**src/rtl/mii_tx_pkg.sv**
```systemverilog
package mii_tx_pkg;

  typedef enum logic [2:0] {
    ST_IDLE = 3'd0,
    ST_PRE  = 3'd1,
    ST_DATA = 3'd2,
    ST_FCS  = 3'd3,
    ST_GAP  = 3'd4
  } tx_state_e;

  localparam int FCS_NIBBLES = 8;
  localparam int BYTE_W      = 8;

endpackage

```
**src/rtl/mii_tx_crc.sv**
```systemverilog
module mii_tx_crc #(
  parameter int          CRC_W     = 32,
  parameter int          DATA_W    = 8,
  parameter logic [31:0] POLY_REFL = 32'hEDB88320
) (
  input  logic              clk,
  input  logic              rst_n,
  input  logic              init,
  input  logic              upd,
  input  logic [DATA_W-1:0] data,
  output logic [CRC_W-1:0]  crc_q
);

  logic [CRC_W-1:0] crc_d;
  logic [CRC_W-1:0] step_v;

  // reflected shift register, data bits taken LSB first
  always_comb begin
    step_v = crc_q;
    for (int i = 0; i < DATA_W; i++) begin
      if (step_v[0] ^ data[i]) step_v = (step_v >> 1) ^ POLY_REFL[CRC_W-1:0];
      else                     step_v = step_v >> 1;
    end
    crc_d = crc_q;
    if (init)     crc_d = '1;
    else if (upd) crc_d = step_v;
  end

  always_ff @(posedge clk or negedge rst_n) begin
    if (!rst_n)            crc_q <= '1;
    else if (init || upd)  crc_q <= crc_d;
  end

  assert_crc_preset_R4: assert property (@(posedge clk) disable iff (!rst_n)
    init |=> (crc_q == '1));

endmodule

```
**src/rtl/mii_tx_gap.sv**
```systemverilog
module mii_tx_gap #(
  parameter int GAP_CYCLES = 24
) (
  input  logic clk,
  input  logic rst_n,
  input  logic restart,
  input  logic run,
  input  logic hold,
  output logic done
);

  localparam int CW = (GAP_CYCLES > 1) ? $clog2(GAP_CYCLES) : 1;
  localparam logic [CW-1:0] LAST = CW'(GAP_CYCLES - 1);

  logic [CW-1:0] cnt_q, cnt_d;
  logic          cnt_en;

  assign done = run && !hold && (cnt_q == LAST);

  always_comb begin
    cnt_d  = cnt_q;
    cnt_en = 1'b0;
    if (restart) begin
      cnt_d  = '0;
      cnt_en = 1'b1;
    end else if (run) begin
      cnt_en = 1'b1;
      if (hold)               cnt_d = '0;
      else if (cnt_q != LAST) cnt_d = cnt_q + 1'b1;
    end
  end

  always_ff @(posedge clk or negedge rst_n) begin
    if (!rst_n)      cnt_q <= '0;
    else if (cnt_en) cnt_q <= cnt_d;
  end

  assert_gap_range_R7: assert property (@(posedge clk) disable iff (!rst_n)
    cnt_q <= LAST);

  assert_gap_carrier_R9: assert property (@(posedge clk) disable iff (!rst_n)
    (run && hold && !restart) |=> (cnt_q == '0));

endmodule

```
**src/rtl/mii_tx_framer.sv**
```systemverilog
module mii_tx_framer
  import mii_tx_pkg::*;
#(
  parameter int         PRE_NIBBLES = 16,
  parameter int         GAP_CYCLES  = 24,
  parameter logic [3:0] PRE_NIB     = 4'h5,
  parameter logic [3:0] SFD_NIB     = 4'hD
) (
  input  logic       tx_clk,
  input  logic       rst_n,
  input  logic       full_duplex,
  input  logic       crs,
  input  logic       in_valid,
  input  logic [7:0] in_data,
  input  logic       in_last,
  input  logic       in_err,
  output logic       in_ready,
  output logic [3:0] txd,
  output logic       tx_en
);

  localparam int CNT_W = (PRE_NIBBLES > FCS_NIBBLES) ? $clog2(PRE_NIBBLES) : $clog2(FCS_NIBBLES);
  localparam logic [CNT_W-1:0] PRE_LAST = CNT_W'(PRE_NIBBLES - 1);
  localparam logic [CNT_W-1:0] FCS_LAST = CNT_W'(FCS_NIBBLES - 1);

  // reset: asynchronous assert, synchronous release
  logic [1:0] rst_pipe;
  logic       rst_sn;
  always_ff @(posedge tx_clk or negedge rst_n) begin
    if (!rst_n) rst_pipe <= 2'b00;
    else        rst_pipe <= {rst_pipe[0], 1'b1};
  end
  assign rst_sn = rst_pipe[1];

  tx_state_e         state_q, state_d;
  logic [CNT_W-1:0]  cnt_q, cnt_d;
  logic [BYTE_W-1:0] byte_q;
  logic              last_q, err_q, err_d;
  logic              accept, underrun, start;
  logic              crc_init;
  logic [31:0]       crc_q, fcs_word;
  logic              gap_restart, gap_run, gap_hold, gap_done;

  assign in_ready = ((state_q == ST_PRE)  && (cnt_q == PRE_LAST)) ||
                    ((state_q == ST_DATA) && cnt_q[0] && !last_q);
  assign accept   = in_ready && in_valid;
  assign underrun = in_ready && !in_valid;
  assign gap_hold = !full_duplex && crs;
  assign gap_run  = (state_q == ST_GAP);

  always_comb begin
    state_d  = state_q;
    cnt_d    = cnt_q;
    err_d    = err_q;
    start    = 1'b0;
    unique case (state_q)
      ST_IDLE: begin
        if (gap_hold)      state_d = ST_GAP;
        else if (in_valid) start   = 1'b1;
      end
      ST_PRE: begin
        cnt_d = cnt_q + 1'b1;
        if (cnt_q == PRE_LAST) begin
          cnt_d   = '0;
          state_d = underrun ? ST_FCS : ST_DATA;
        end
      end
      ST_DATA: begin
        if (!cnt_q[0]) cnt_d = CNT_W'(1);
        else begin
          cnt_d = '0;
          if (last_q || underrun) state_d = ST_FCS;
        end
      end
      ST_FCS: begin
        cnt_d = cnt_q + 1'b1;
        if (cnt_q == FCS_LAST) state_d = ST_GAP;
      end
      ST_GAP: begin
        if (gap_done) begin
          if (in_valid) start   = 1'b1;
          else          state_d = ST_IDLE;
        end
      end
      default: state_d = ST_IDLE;
    endcase
    if (start) begin
      state_d = ST_PRE;
      cnt_d   = '0;
      err_d   = 1'b0;
    end
    if (underrun)             err_d = 1'b1;
    if (accept && in_err)     err_d = 1'b1;
  end

  assign crc_init    = start;
  assign gap_restart = (state_d == ST_GAP) && (state_q != ST_GAP);

  always_ff @(posedge tx_clk or negedge rst_sn) begin
    if (!rst_sn) begin
      state_q <= ST_IDLE;
      cnt_q   <= '0;
      err_q   <= 1'b0;
    end else begin
      state_q <= state_d;
      cnt_q   <= cnt_d;
      err_q   <= err_d;
    end
  end

  // byte holding register, loaded only on an accepted byte
  always_ff @(posedge tx_clk or negedge rst_sn) begin
    if (!rst_sn) begin
      byte_q <= '0;
      last_q <= 1'b0;
    end else if (accept) begin
      byte_q <= in_data;
      last_q <= in_last;
    end
  end

  mii_tx_crc #(.CRC_W(32), .DATA_W(BYTE_W)) u_crc (
    .clk   (tx_clk),
    .rst_n (rst_sn),
    .init  (crc_init),
    .upd   (accept),
    .data  (in_data),
    .crc_q (crc_q)
  );

  mii_tx_gap #(.GAP_CYCLES(GAP_CYCLES)) u_gap (
    .clk     (tx_clk),
    .rst_n   (rst_sn),
    .restart (gap_restart),
    .run     (gap_run),
    .hold    (gap_hold),
    .done    (gap_done)
  );

  // errored frame: send the raw register, the inverse of the good sequence
  assign fcs_word = err_q ? crc_q : ~crc_q;

  always_comb begin
    txd   = 4'h0;
    tx_en = 1'b0;
    unique case (state_q)
      ST_PRE: begin
        tx_en = 1'b1;
        txd   = (cnt_q == PRE_LAST) ? SFD_NIB : PRE_NIB;
      end
      ST_DATA: begin
        tx_en = 1'b1;
        txd   = cnt_q[0] ? byte_q[7:4] : byte_q[3:0];
      end
      ST_FCS: begin
        tx_en = 1'b1;
        txd   = fcs_word[{cnt_q[2:0], 2'b00} +: 4];
      end
      default: ;
    endcase
  end

  assert_ready_in_frame_R10: assert property (@(posedge tx_clk) disable iff (!rst_sn)
    in_ready |-> tx_en);

  assert_first_nibble_R2: assert property (@(posedge tx_clk) disable iff (!rst_sn)
    $rose(tx_en) |-> (txd == PRE_NIB));

  assert_defer_carrier_R9: assert property (@(posedge tx_clk) disable iff (!rst_sn)
    (!full_duplex && crs && !tx_en) |=> !tx_en);

  assert_fcs_length_R4: assert property (@(posedge tx_clk) disable iff (!rst_sn)
    $fell(tx_en) |-> ($past(cnt_q) == FCS_LAST));

endmodule

```
**config.mk**
```make
export PLATFORM = sky130hd
export DESIGN_NAME = mii_tx_framer
export DESIGN_NICKNAME = d
export VERILOG_FILES = /design/src/rtl/mii_tx_pkg.sv /design/src/rtl/mii_tx_crc.sv /design/src/rtl/mii_tx_gap.sv /design/src/rtl/mii_tx_framer.sv
export SDC_FILE = /design/constraint.sdc
export NUM_CORES = 1
export LEC_CHECK = 0
export BUFFER_PORTS_ARGS = -buffer_cell sky130_fd_sc_hd__buf_2
export CAP_MARGIN = 10
export CORE_ASPECT_RATIO = 0.6
export CORE_MARGIN = 10
export CORE_UTILIZATION = 40
export DETAILED_ROUTE_END_ITERATION = 7
export GPL_TIMING_DRIVEN = 0
export MAX_ROUTING_LAYER = met4
export SYNTH_ARGS = -nofsm -noshare
export SYNTH_HDL_FRONTEND = slang
export SYNTH_HIERARCHICAL = 1
export SYNTH_SLANG_ARGS = --single-unit
```
**constraint.sdc**
```tcl
create_clock -name tx_clk -period 3.3 [get_ports tx_clk]
set_input_delay 0.33 -clock tx_clk [delete_from_list [all_inputs] [get_ports tx_clk]]
set_output_delay 0.33 -clock tx_clk [all_outputs]
set_load 0.03 [all_outputs]
```
---- Word level (Yosys, flattened, before mapping) ----
Cells that the tools add are included.
W data, S select, Z words.
word-level totals
  flip-flop bits (word level) ............. 56
  latch bits .............................. 0
  bits in writable memories ............... 0
  bits in read-only memories .............. 0
  output and inout port bits .............. 6
  word-level logic and storage cells ...... 106
  memories ................................ 0
cells by class
  $add $sub $neg .......................... 2
  $mul .................................... 0
  div/mod/pow operators ................... 0
  magnitude comparators ................... 0
  equal/unequal tests ..................... 10
  shift operators ......................... 1
  multiplexer cells ....................... 42
  bitwise gates (word level) .............. 17
  reductions and logical operators ........ 26
operators by type and width
  kind                   number
  $mux W32               11
  $not A13 Y14           8
  $not A32 Y32           1
  $shiftx A32 B6 Y4      1
  $mux W3                8
  $pmux W4 S3            2
  $mux W5                4
  $mux W4                4
  $pmux W3 S5            1
  $mux W1                11
  $logic_and A1 B1 Y1    10
  $xor A1 B1 Y1          8
  $eq A3 B2 Y1 const B   2
  $eq A3 B3 Y1 const B   2
  $reduce_bool A3 Y1     2
  $add A5 B1 Y5 const B  1
  $eq A5 B5 Y1 const B   1
  $ne A5 B5 Y1 const B   1
  $add A4 B1 Y4 const B  1
  $eq A4 B3 Y1 const B   1
  $eq A4 B4 Y1 const B   1
  $logic_not A1 Y1       4
  $reduce_bool A2 Y1     2
  $reduce_bool A4 Y1     1
  other kinds (8)        10

---- Logic depth before layout (Yosys ltp) ----
  word-level depth ........................ 18
  mapped depth ............................ 14
  gate-level depth less buffers ........... 10

---- Hierarchy ----
Netlist, hierarchy kept.
by module, submodules not included
  module         instances  cells an instance  area each (um^2)
  mii_tx_crc     1          191                2135.8
  mii_tx_framer  1          121                1315.0
  mii_tx_gap     1          36                 315.3

---- Worst setup path after synthesis ----
OpenSTA, ideal clock, no wires.
  kind .................................... reg2out
  from .................................... register cnt_q[0] (netlist name)
  to ...................................... output port txd[1]
  arrival ................................. 2525 ps
  required time ........................... 2970 ps
  path slack .............................. 445 ps
  cell stages (with the launch flop) ...... 6
  buffers on the path ..................... 1
  path through ............................ dfrtp_1 > buf_2 > mux4_2 > mux2i_1 > xnor2_1 > a2111oi_1
RTL lines
  what       RTL line             source
  to (decl)  mii_tx_framer.sv:18  output logic [3:0] txd,

---- Worst setup path after layout ----
  from .................................... register state_q[2]
  to ...................................... register u_crc.crc_q[22]
on the way
  cells in the longest elaborated chain, start to end .. 7
  elaborated cells between the ends (all ways) .. 17
  classes of those cells .................. 3 x eq/ne; 3 x mux; 11 x reduce/logical
ends and longest elaborated chain
  what                                                                       RTL line              source
  from (decl)                                                                mii_tx_framer.sv:35   tx_state_e state_q, state_d;
  from (signal assigned)                                                     mii_tx_framer.sv:105  state_q <= state_d;
  $eq A3 B3 Y1 *                                                             mii_tx_framer.sv:49   assign gap_run = (state_q == ST_GAP);
  via gap_run                                                                mii_tx_framer.sv:42   logic gap_restart, gap_run, gap_hold, gap_done;
  $logic_and A1 B1 Y1 * (2 in series)                                        mii_tx_gap.sv:18      assign done = run && !hold && (cnt_q == LAST);
  via gap_done                                                               mii_tx_framer.sv:42
  $mux W1 *                                                                  mii_tx_framer.sv:80   if (gap_done) begin
  $pmux W1 S2 *                                                              mii_tx_framer.sv:56   unique case (state_q)
  via crc_init                                                               mii_tx_framer.sv:40   logic crc_init;
  $reduce_bool A2 Y1 (no source line) or $logic_or A1 B1 Y1 (tied branches)  --
  $reduce_and A2 Y1 (no source line)                                         --
  to (signal assigned)                                                       mii_tx_crc.sv:31      else if (init || upd) crc_q <= crc_d;
  to (decl)                                                                  mii_tx_crc.sv:11      output logic [CRC_W-1:0] crc_q
The timed path passes the listed nets; every way through them passes the cells marked *.
A chain may end at the register's enable or synchronous reset.

==> metrics.md <==
| Metric | Value |
|---|---|
| Die area | `13,800 sq um` |
| Final Cell Area | `4250 sq um` |
| Worst-Skew Late Latency | `0.30 ns` |
| Crit path kind | `reg -> reg` |
| I/O Pins | `21` |
| TritonCTS clock tree | `yes` |
| Post-DRT Antenna Nets | `0` |
| GPL Wtd Cong | `0.853` |
| Synth unique cells | `63` |
| Least-Margin Pin Slew | `0.773 ns` |
| Reg area | `1440 sq um` |
| Hold endpoint | `last_q` |
| Num CTS Buffers | `5` |
| RSZ-0062 raised after global routing | `false` |
| Final min period | `2.96 ns` |
| Worst min path class | `in -> reg` |
| Final Skew | `0.00710 ns` |
| Mapped Area | `3770 sq um` |
| CTS HTree Levels | `2` |
| Max-Cap Viols | `0` |
| Hold_sp | `in_last` |
| Largest net degree at the start of global routing | `32` |
| Pins Over Slew Limit | `0` |
| Fin crit share | `89.8%` |
| # diodes | `0` |
| Post-placement cell area | `4050 sq um` |
| Grt ovf | `0` |
| Vias/cell | `5.40` |
| Ys async rst share | `100%` |
| Status | `finished clean` |
| Startpoint types | `flop` |
| First drt pass iteration count | `4` |
| Post-DP HPWL | `7.37 mm` |
| Clock Pin Slew Worst Setup and Hold Paths | `0.08 ns` |
| Fin util | `46.3%` |
| Initial Util | `41.0%` |
| Die X | `145 um` |
| # rows | `27` |
| Critical Path AT | `3.21 ns` |
| R2r startpoint | `state_q[2]` |
| Antenna violations before repair | `0` |
| Leak | `1.60 nW` |
| Avg Inst Size Synth | `10.8 sq um` |
| DR vias | `2,755` |
| Pwr dens | `607 nW/um^2` |
| Fin. Hold Viols | `0` |
| Crit path capture type | `flop` |
| Sequential-to-total area share from yosys stat | `38.3%` |
| Clock sinks | `56` |
| DR WL/cell | `19.2 um` |
| Synth Warn # | `6` |
| Peak VDD IR | `249 uV` |
| Drt total wl | `9.81 mm` |
| Core ar. | `9190 sq um` |
| 1st-iter DRT viols | `204` |
| Share of cells above drive strength 1 | `31.1%` |
| Vias in the first global route | `2,718` |
| Syn_nets | `365` |
| Multi-input gate area | `2210 sq um` |
| Final setup fails | `0` |
| CTS Root Cell | `clkbuf_16` |
| Top_reg_cell synth | `dfstp_2` |
| Tot GR Track Use | `14.8%` |
| Port Buf Inserts | `20` |
| FMAX | `0.337 GHz` |
| Worst R2R End | `u_crc/crc_q[22]` |
| Die Ht | `95.2 um` |
| Final Net Count | `396` |
| Longest Clk Path Bufs | `2` |
| Slew Limit Headroom | `48.5%` |
| Tot Pwr | `2.58 mW` |
| Number of synthesized flops with an enable pin | `0` |
| Drt drc | `0` |
| WHS | `0.261 ns` |
| R2R setup slack | `0.34 ns` |
| Syn Inst Count | `348` |
| Hold Path Stages | `2` |
| # fillers | `887` |
| Yosys reg bits | `56` |
| Worst Reg-to-Reg Cells | `12` |
| WP data required | `3.55 ns` |
| First-pass GRT wire length | `15.7 mm` |
| Crit Path Max Fanout | `10` |
| Area delta synth->final | `12.9%` |
worst max-delay path, cell delays in order, from the launching register on:
cell and delay (ns):
dfrtp_1 0.54, clkbuf_2 0.32, nand2_1 0.11, inv_1 0.23, nand2b_2 0.11, nor2_1 0.19
nand2_1 0.08, o21ai_0 0.07, and3_1 0.16, clkbuf_1 0.30, buf_1 0.29, clkbuf_2 0.34
a211o_1 0.15
per-stage QoR:
step	TNS, ns	instances	setup slack, ns
2_1_floorplan	0	348	0.445
3_3_place_gp	-0.434	498	-0.0610
3_5_place_dp	-0.708	499	-0.0675
4_1_cts	0	508	0.0153
5_1_grt	0	510	0.0677
6_report	0	510	0.335
synth_stat cells, types with 6 or more instances:
library cell	number	area share (%)
a211o_1	17	4.0
a21oi_1	23	3.1
clkbuf_1	13	1.3
dfrtp_1	24	16
dfstp_2	32	22
inv_1	7	0.70
mux2_2	10	3.0
mux2i_1	7	1.9
mux4_2	8	4.8
nand2_1	8	0.80
nand3_1	7	0.93
nor2_1	31	3.1
nor2b_1	16	2.7
or2_2	8	1.3
xnor2_1	44	10
xnor2_2	6	2.6
xor2_1	14	3.3
timing repair:
item	4_1_cts	5_1_grt
endpoints found under the hold margin	2	0
setup endpoints to repair	21	32
hold buffers	1	0
pin swaps	0	1
setup buffers	0	3
resized for setup	3	3
state kept, by name, summed over array words and instances, names as in the netlist:
register and flops:
byte_q 8, cnt_q 4, err_q 1, last_q 1, rst_pipe 2, state_q 3, u_crc/crc_q 32, u_gap/cnt_q 5
per-layer routing:
metal / wire length (um) / global-route usage [%] / vias up
li1: - / - / 1285
met1: 5550 / 22.9 / 1400
met2: 3750 / 18.7 / 62
met3: 441 / 2.93 / 8
met4: 64 / 2.93 / 0
met5: 0 / - / -
layout by cell type, fill, tap and decap left out, types with 3 or more instances in the layout:
cell type,n
xnor2_1,44
dfstp_2,32
nor2_1,31
a21oi_1,23
dfrtp_1,23
buf_2,22
a211o_1,17
nor2b_1,16
xor2_1,14
mux2_2,10
nand2_1,8
clkbuf_1,8
mux4_2,8
or2_2,8
inv_1,7
mux2i_1,7
nand3_1,7
xnor2_2,6
clkbuf_2,5
clkbuf_16,5
buf_4,3
o21ai_0,3
nor4b_1,3
nor4_1,3
nor3_1,3
o21ai_1,3
or2_1,3
cell type report:
cell class | count | share of cell area, %
Clock buffer | 6 | 3.27
Multi-Input combinational cell | 264 | 51.9
Tap cell | 130 | 3.83
Inverter | 8 | 0.706
Sequential cell | 56 | 33.9
Buffer | 19 | 2.15
Clock inverter | 2 | 0.353
Timing Repair Buffer | 25 | 3.88
power breakdown:
group / internal, mW / switching [mW]
logic: 0.491 / 0.631
clock network: 0.303 / 0.263
registers: 0.797 / 0.0965
total: 1.59 / 0.990
kinds of logic (layout without fill, tap and decap cells):
| group | after synthesis | in the layout | synth area share, % |
|---|---|---|---|
| other | 1 | 1 | 0.0996 |
| AO/OA/AOI/OAI | 66 | 66 | 12.3 |
| flip-flops | 56 | 56 | 38.3 |
| multiplexers | 25 | 25 | 9.63 |
| buffers and inverters | 28 | 60 | 3.16 |
| XOR/XNOR | 72 | 72 | 21.5 |
| AND/OR/NAND/NOR | 98 | 98 | 14.4 |
| adder cells (fa/ha/maj) | 2 | 2 | 0.664 |
worst max path at each step:
stage / from / to / slack (ns) / cells past startpoint
global placement: state_q[2] / u_crc/crc_q[22] / -0.06 / 13
floorplan: cnt_q[0] / txd[1] / 0.45 / 5
CTS: state_q[2] / u_crc/crc_q[6] / 0.02 / 13
global route: state_q[2] / u_crc/crc_q[22] / 0.07 / 12
detailed placement: cnt_q[0] / u_crc/crc_q[11] / -0.07 / 7
finish: state_q[2] / u_crc/crc_q[22] / 0.34 / 12
No activity file was read; power rests on OpenSTA's default activity.
